### config.mk
export PLATFORM = sky130hd
export DESIGN_NAME = pwrmode_ctrl
export DESIGN_NICKNAME = d
export VERILOG_FILES = /design/src/rtl/pwrmode_pkg.sv /design/src/rtl/pm_rst_qual.sv /design/src/rtl/pm_wake_det.sv /design/src/rtl/pm_stab_timer.sv /design/src/rtl/pm_pin_ovr.sv /design/src/rtl/pwrmode_ctrl.sv
export SDC_FILE = /design/constraint.sdc
export NUM_CORES = 1
export LEC_CHECK = 0
export ABC_CLOCK_PERIOD_IN_PS = 1900
export CAP_MARGIN = 30
export CORE_MARGIN = 2
export CORE_UTILIZATION = 25
export CTS_BUF_LIST = sky130_fd_sc_hd__clkbuf_8
export DETAILED_ROUTE_END_ITERATION = 10
export GPL_TIMING_DRIVEN = 0
export MAX_ROUTING_LAYER = met4
export SKIP_LAST_GASP = 1
export SYNTH_ARGS = -nofsm -noshare
export SYNTH_HDL_FRONTEND = slang
export SYNTH_SLANG_ARGS = --single-unit
### constraint.sdc
create_clock -name clk -period 1.9 [get_ports clk]
set_input_delay 0.19 -clock clk [delete_from_list [all_inputs] [get_ports clk]]
set_output_delay 0.19 -clock clk [all_outputs]
set_load 0.05 [all_outputs]
### src/rtl/pwrmode_pkg.sv
package pwrmode_pkg;
  timeunit 1ns;
  timeprecision 100ps;

  typedef enum logic [2:0] {
    PM_RESET = 3'd0,
    PM_RUN   = 3'd1,
    PM_IDLE  = 3'd2,
    PM_PD    = 3'd3,
    PM_WAKE  = 3'd4,
    PM_ONCE  = 3'd5
  } pm_mode_t;

  typedef enum logic [2:0] {
    PC_FUNC      = 3'd0,
    PC_DRV_HI    = 3'd1,
    PC_DRV_LO    = 3'd2,
    PC_WEAK_HI   = 3'd3,
    PC_FLOAT     = 3'd4,
    PC_HOLD_DATA = 3'd5,
    PC_HOLD_ADDR = 3'd6
  } pin_ctl_t;

  typedef struct packed {
    logic osc;
    logic cpu;
    logic per;
    logic pca;
  } clk_en_t;
endpackage

### src/rtl/pm_rst_qual.sv
module pm_rst_qual #(
  parameter int RST_MC = 2
) (
  input  logic clk,
  input  logic rst_n,
  input  logic rst_pin,
  input  logic mc_tick,
  output logic core_rst
);
  timeunit 1ns;
  timeprecision 100ps;

  localparam int CW = $clog2(RST_MC + 1);
  localparam logic [CW-1:0] LIM = CW'(RST_MC);

  logic [CW-1:0] held_q;

  // Count machine cycles while the pin stays high; any low drops the count.
  always_ff @(posedge clk or negedge rst_n) begin
    if (!rst_n)
      held_q <= '0;
    else if (!rst_pin)
      held_q <= '0;
    else if (mc_tick && held_q != LIM)
      held_q <= held_q + 1'b1;
  end

  assign core_rst = (held_q == LIM);
endmodule

### src/rtl/pm_wake_det.sv
module pm_wake_det #(
  parameter int N_INT = 2
) (
  input  logic [N_INT-1:0] int_n,
  input  logic [N_INT-1:0] int_en,
  input  logic [N_INT-1:0] int_lvl,
  output logic             wake
);
  timeunit 1ns;
  timeprecision 100ps;

  logic [N_INT-1:0] hit;

  for (genvar g = 0; g < N_INT; g++) begin : g_line
    // A line counts only when it is enabled, in level mode and pulled low.
    assign hit[g] = int_en[g] & int_lvl[g] & ~int_n[g];
  end

  assign wake = |hit;
endmodule

### src/rtl/pm_stab_timer.sv
module pm_stab_timer #(
  parameter int W = 8
) (
  input  logic         clk,
  input  logic         rst_n,
  input  logic         clear,
  input  logic         tick,
  input  logic [W-1:0] limit,
  output logic         done
);
  timeunit 1ns;
  timeprecision 100ps;

  logic [W-1:0] cnt_q;

  always_ff @(posedge clk or negedge rst_n) begin
    if (!rst_n)
      cnt_q <= '0;
    else if (clear)
      cnt_q <= '0;
    else if (tick && cnt_q < limit)
      cnt_q <= cnt_q + 1'b1;
  end

  assign done = (cnt_q >= limit);
endmodule

### src/rtl/pm_pin_ovr.sv
module pm_pin_ovr
  import pwrmode_pkg::*;
(
  input  pm_mode_t   mode,
  input  logic       ext_exec,
  output logic [2:0] ale,
  output logic [2:0] psen,
  output logic [2:0] p0,
  output logic [2:0] p2
);
  timeunit 1ns;
  timeprecision 100ps;

  pin_ctl_t ale_c, psen_c, p0_c, p2_c;

  always_comb begin
    ale_c  = PC_FUNC;
    psen_c = PC_FUNC;
    p0_c   = PC_FUNC;
    p2_c   = PC_FUNC;
    unique case (mode)
      PM_IDLE: begin
        ale_c  = PC_DRV_HI;
        psen_c = PC_DRV_HI;
        p0_c   = ext_exec ? PC_FLOAT : PC_HOLD_DATA;
        p2_c   = ext_exec ? PC_HOLD_ADDR : PC_HOLD_DATA;
      end
      PM_PD, PM_WAKE: begin
        ale_c  = PC_DRV_LO;
        psen_c = PC_DRV_LO;
        p0_c   = ext_exec ? PC_FLOAT : PC_HOLD_DATA;
        p2_c   = PC_HOLD_DATA;
      end
      PM_ONCE: begin
        ale_c  = PC_WEAK_HI;
        psen_c = PC_WEAK_HI;
        p0_c   = PC_FLOAT;
        p2_c   = PC_WEAK_HI;
      end
      default: ;
    endcase
  end

  assign ale  = ale_c;
  assign psen = psen_c;
  assign p0   = p0_c;
  assign p2   = p2_c;
endmodule

### src/rtl/pwrmode_ctrl.sv
module pwrmode_ctrl
  import pwrmode_pkg::*;
#(
  parameter int N_INT  = 2,
  parameter int STAB_W = 8,
  parameter int RST_MC = 2
) (
  input  logic              clk,
  input  logic              rst_n,
  input  logic              rst_pin,
  input  logic              mc_tick,
  input  logic              ale_pin,
  input  logic              psen_pin,
  input  logic              idle_req,
  input  logic              pd_req,
  input  logic [N_INT-1:0]  int_n,
  input  logic [N_INT-1:0]  int_en,
  input  logic [N_INT-1:0]  int_lvl,
  input  logic              irq_pend,
  input  logic              ext_exec,
  input  logic              pca_idle_run,
  input  logic [STAB_W-1:0] stab_cnt,
  output logic              core_rst,
  output logic [2:0]        mode_o,
  output logic              cpu_clk_en,
  output logic              osc_en,
  output logic              periph_clk_en,
  output logic              pca_clk_en,
  output logic [2:0]        ale_ctl,
  output logic [2:0]        psen_ctl,
  output logic [2:0]        p0_ctl,
  output logic [2:0]        p2_ctl,
  output logic              resume_o
);
  timeunit 1ns;
  timeprecision 100ps;

  pm_mode_t mode_q, mode_d;
  logic     once_arm_q;
  logic     wake, stab_done, go_resume;
  clk_en_t  ce;

  pm_rst_qual #(.RST_MC(RST_MC)) u_rstq (
    .clk      (clk),
    .rst_n    (rst_n),
    .rst_pin  (rst_pin),
    .mc_tick  (mc_tick),
    .core_rst (core_rst)
  );

  pm_wake_det #(.N_INT(N_INT)) u_wake (
    .int_n   (int_n),
    .int_en  (int_en),
    .int_lvl (int_lvl),
    .wake    (wake)
  );

  pm_stab_timer #(.W(STAB_W)) u_stab (
    .clk   (clk),
    .rst_n (rst_n),
    .clear (mode_q != PM_WAKE),
    .tick  (mc_tick),
    .limit (stab_cnt),
    .done  (stab_done)
  );

  pm_pin_ovr u_pins (
    .mode     (mode_q),
    .ext_exec (ext_exec),
    .ale      (ale_ctl),
    .psen     (psen_ctl),
    .p0       (p0_ctl),
    .p2       (p2_ctl)
  );

  // Mode sequencing; a qualified reset overrides every other transition.
  always_comb begin
    mode_d    = mode_q;
    go_resume = 1'b0;
    unique case (mode_q)
      PM_RESET: if (!core_rst) mode_d = (once_arm_q && !ale_pin) ? PM_ONCE : PM_RUN;
      PM_RUN: begin
        if (pd_req)        mode_d = PM_PD;
        else if (idle_req) mode_d = PM_IDLE;
      end
      PM_IDLE: if (irq_pend) begin
        mode_d    = PM_RUN;
        go_resume = 1'b1;
      end
      PM_PD: if (wake) mode_d = PM_WAKE;
      PM_WAKE: if (!wake && stab_done) begin
        mode_d    = PM_RUN;
        go_resume = 1'b1;
      end
      PM_ONCE: ;
      default: mode_d = PM_RESET;
    endcase
    if (core_rst) begin
      mode_d    = PM_RESET;
      go_resume = 1'b0;
    end
  end

  always_ff @(posedge clk or negedge rst_n) begin
    if (!rst_n) begin
      mode_q   <= PM_RESET;
      resume_o <= 1'b0;
    end else begin
      mode_q   <= mode_d;
      resume_o <= go_resume;
    end
  end

  // Emulation entry is armed by the strobe pattern seen during reset.
  always_ff @(posedge clk or negedge rst_n) begin
    if (!rst_n)
      once_arm_q <= 1'b0;
    else if (mode_q == PM_RESET && core_rst) begin
      if (!ale_pin && psen_pin) once_arm_q <= 1'b1;
    end else
      once_arm_q <= 1'b0;
  end

  always_comb begin
    ce = '{osc: 1'b1, cpu: 1'b0, per: 1'b0, pca: 1'b0};
    unique case (mode_q)
      PM_RUN:  ce = '{osc: 1'b1, cpu: 1'b1, per: 1'b1, pca: 1'b1};
      PM_IDLE: ce = '{osc: 1'b1, cpu: 1'b0, per: 1'b1, pca: pca_idle_run};
      PM_PD:   ce = '{osc: rst_pin, cpu: 1'b0, per: 1'b0, pca: 1'b0};
      default: ;
    endcase
  end

  assign mode_o        = mode_q;
  assign osc_en        = ce.osc;
  assign cpu_clk_en    = ce.cpu;
  assign periph_clk_en = ce.per;
  assign pca_clk_en    = ce.pca;
endmodule

==> metrics.yaml <==
critPathMaxStageDelay_ns: 0.41
dieArea_um2: 5440
clkPwrFrac: 0.110
cts-hold-fix-buffers: 0
slowest_stage: "dfrtp_1"
worstPathMaxFanout: 4
period_minus_slack_ns: 1.99
synth_warnings: 0
power_mw: 2.31
syn-instance-count: 142
slew_viol_final: 0
timing.setup.tns_ns: -0.239
rows: 25
r2r_cells: 8
initial_utilization: 0.258
hold_slack_ns: 0.366
ys_ff_latch: 15
slew_headroom: 0.521
p_sw_frac: 0.553
route.detailed.drc: 0
synth_edf_count: 0
leakage_nw: 0.869
num-fill-cells: 486
ff_latch_area_um2: 382
areaGrowthSynthToFinish_pct: 67.6
gp_congestion: 0.838
yosysUniqueCellTypes: 37
cp-endpoint: "mode_o[0]$_DFFE_PN0P_"
clk_latency_ns: 0.25
die_h_um: 73.8
worst_ep_arrival_time_ns: 2.14
maxCapViolations: 0
synth_seq_area_share: 0.308
io_buffers: 42
coreArea_um2: 4720
finClkSkew_ns: 0.00270
routedWlPerCell_um: 11.9
hpwl_um: 2250
placed_area_um2: 1760
max_freq_ghz: 0.501
grt_overflow: 0
syn_avg_cell_area_um2: 8.57
crit_start: "u_stab.cnt_q[1]$_DFFE_PN0P_"
setup_violations: 6
hp-class: "input pin to asynchronous set/reset pin"
grt_pass1_vias: 1086
grt_pass1_wl_um: 4860
reg2reg_from: "u_stab.cnt_q[1]$_DFFE_PN0P_"
fin_util: 0.432
finalNonFillerCells: 272
antenna_found_initial: 0
rsz0062_at_grt: "yes"
dp.cells: 253
ant_nets: 0
cp_data_required_time_ns: 2.04
h-tree-depth: 1
worst_setup_path_end_kind: "flop"
drive_above_1_share: 0.371
vias: 1183
ir_worst_vdd_v: 0.000713
violations: "setup timing"
root_buffer: "clkbuf_8"
drt_iter0_drc: 35
async_flop_share: 1.00
critPathKind: "flop to flop"
io_pins: 46
p_int_mw: 1.03
critPathLaunchType: "flop"
grt_max_degree: 16
viasPerCell: 4.35
seq_power_share: 0.167
stdcell_area_um2: 2040
p_per_area_nw_per_um2: 1130
synthFlopType: "dfrtp_1"
path_clk_slew_ns: 0.06
layout_setup_ws_ns: -0.0945
crit_chain: "ha_4 > nor2b_4 > o211ai_1 > buf_4 > a31o_4 > a31oi_4 > a21oi_2 > a311oi_1"
drt_wl_total_um: 3240
period_share: 1.05
grt.total_usage: 0.119
cts_buffer_depth: 2
final_common_cell: "clkdlybuf4s50_1"
cts_buffers: 3
r2r_end: "mode_o[0]$_DFFE_PN0P_"
final_cell_mix: "clkdlybuf4s50_1 (27), buf_4 (16), nor2_1 (13), nand2_1 (12), inv_1 (11)"
num-nets-final: 241
die_w_um: 73.8
synth_area_um2: 1220
finalHoldViolCount: 0
status: "finished with violations"
cts_tree: "done"
power_switching_mw: 1.28
tightest_slew_ns: 0.716
place_ws_ns: -0.387
antenna_cells: 0
multi_input_area_um2: 933
cts.sinks: 15
combPwrFrac: 0.723
reg2reg_setup_slack_ns: -0.09
first_pass_iters: 4
[kinds of logic (layout without fill, tap and decap cells)]
logic type,count (synthesis),in the layout,synth area share
other,1,3,0.00308
flip-flops,15,15,0.308
AND/OR/NAND/NOR,62,62,0.293
AO/OA/AOI/OAI,25,25,0.143
adder cells (fa/ha/maj),10,10,0.103
buffers and inverters,19,80,0.0771
XOR/XNOR,9,9,0.0648
multiplexers,1,1,0.00822
[what timing repair did]
action	CTS	global route
pin swaps	12	19
setup buffers	6	10
gates resized for setup	46	39
endpoints found under the setup margin	22	22
[flip-flops by register name (all words and copies together) (netlist names)]
name / flops
mode_o: 3
once_arm_q: 1
resume_o: 1
u_rstq.held_q: 2
u_stab.cnt_q: 8
[worst min-delay path by stage]
stage                                      startpoint                           to  slack [ns]
after CTS                                       rst_n  u_stab.cnt_q[5]$_DFFE_PN0P_        0.39
after global routing                            rst_n  u_stab.cnt_q[2]$_DFFE_PN0P_        0.43
after global placement    u_stab.cnt_q[7]$_DFFE_PN0P_  u_stab.cnt_q[7]$_DFFE_PN0P_        0.54
after detailed placement  u_stab.cnt_q[7]$_DFFE_PN0P_  u_stab.cnt_q[7]$_DFFE_PN0P_        0.55
final                                           rst_n  u_stab.cnt_q[6]$_DFFE_PN0P_        0.37
after floorplan                                 rst_n        mode_o[0]$_DFFE_PN0P_       -0.11
[power by group through the flow]
stage / registers, mW / logic [mW] / clock network [mW]
2_1_floorplan: 0.493 / 1.11 / 0
3_5_place_dp: 0.391 / 1.72 / 0
3_3_place_gp: 0.393 / 1.71 / 0
6_report: 0.386 / 1.67 / 0.255
4_1_cts: 0.386 / 1.66 / 0.266
5_1_grt: 0.389 / 1.77 / 0.286
[layout make-up]
type / count / area share
Clock buffer: 3 / 0.0202
Clock inverter: 1 / 0.00184
Multi-Input combinational cell: 110 / 0.457
Sequential cell: 15 / 0.187
Buffer: 9 / 0.0282
Inverter: 10 / 0.0184
Tap cell: 67 / 0.0411
Timing Repair Buffer: 57 / 0.246
[routing by layer]
layer	up-vias	track usage	wire (um)
li1	607	-	-
met1	549	0.160	1470
met2	24	0.182	1620
met3	3	0.0329	134
met4	0	0.0182	15
met5	-	-	0
[synthesized netlist by cell type, types with 2 or more instances]
master    instances  share of area
a21oi_1           6          0.025
a21oi_2           2          0.014
a31oi_1           2          0.010
and2_1            5          0.026
buf_2             3          0.012
buf_4             5          0.031
dfrtp_1          15           0.31
ha_1             10           0.10
inv_1            10          0.031
nand2_1          14          0.043
nand2b_1          4          0.021
nand3b_1          3          0.018
nand4_1           4          0.021
nor2_1           15          0.046
nor2b_1           5          0.026
nor3_1            5          0.021
nor4_4            2          0.035
o21ai_0           5          0.021
xnor2_1           9          0.065
[critical path: cells and delay by family, from the launching register on]
family / cells / cell delay [ns]
compound gates: 5 / 0.90
fa+ha+maj: 1 / 0.28
buf+inv: 1 / 0.16
flops: 1 / 0.41
simple gates: 1 / 0.13
Power figures use the tool's default switching activity.
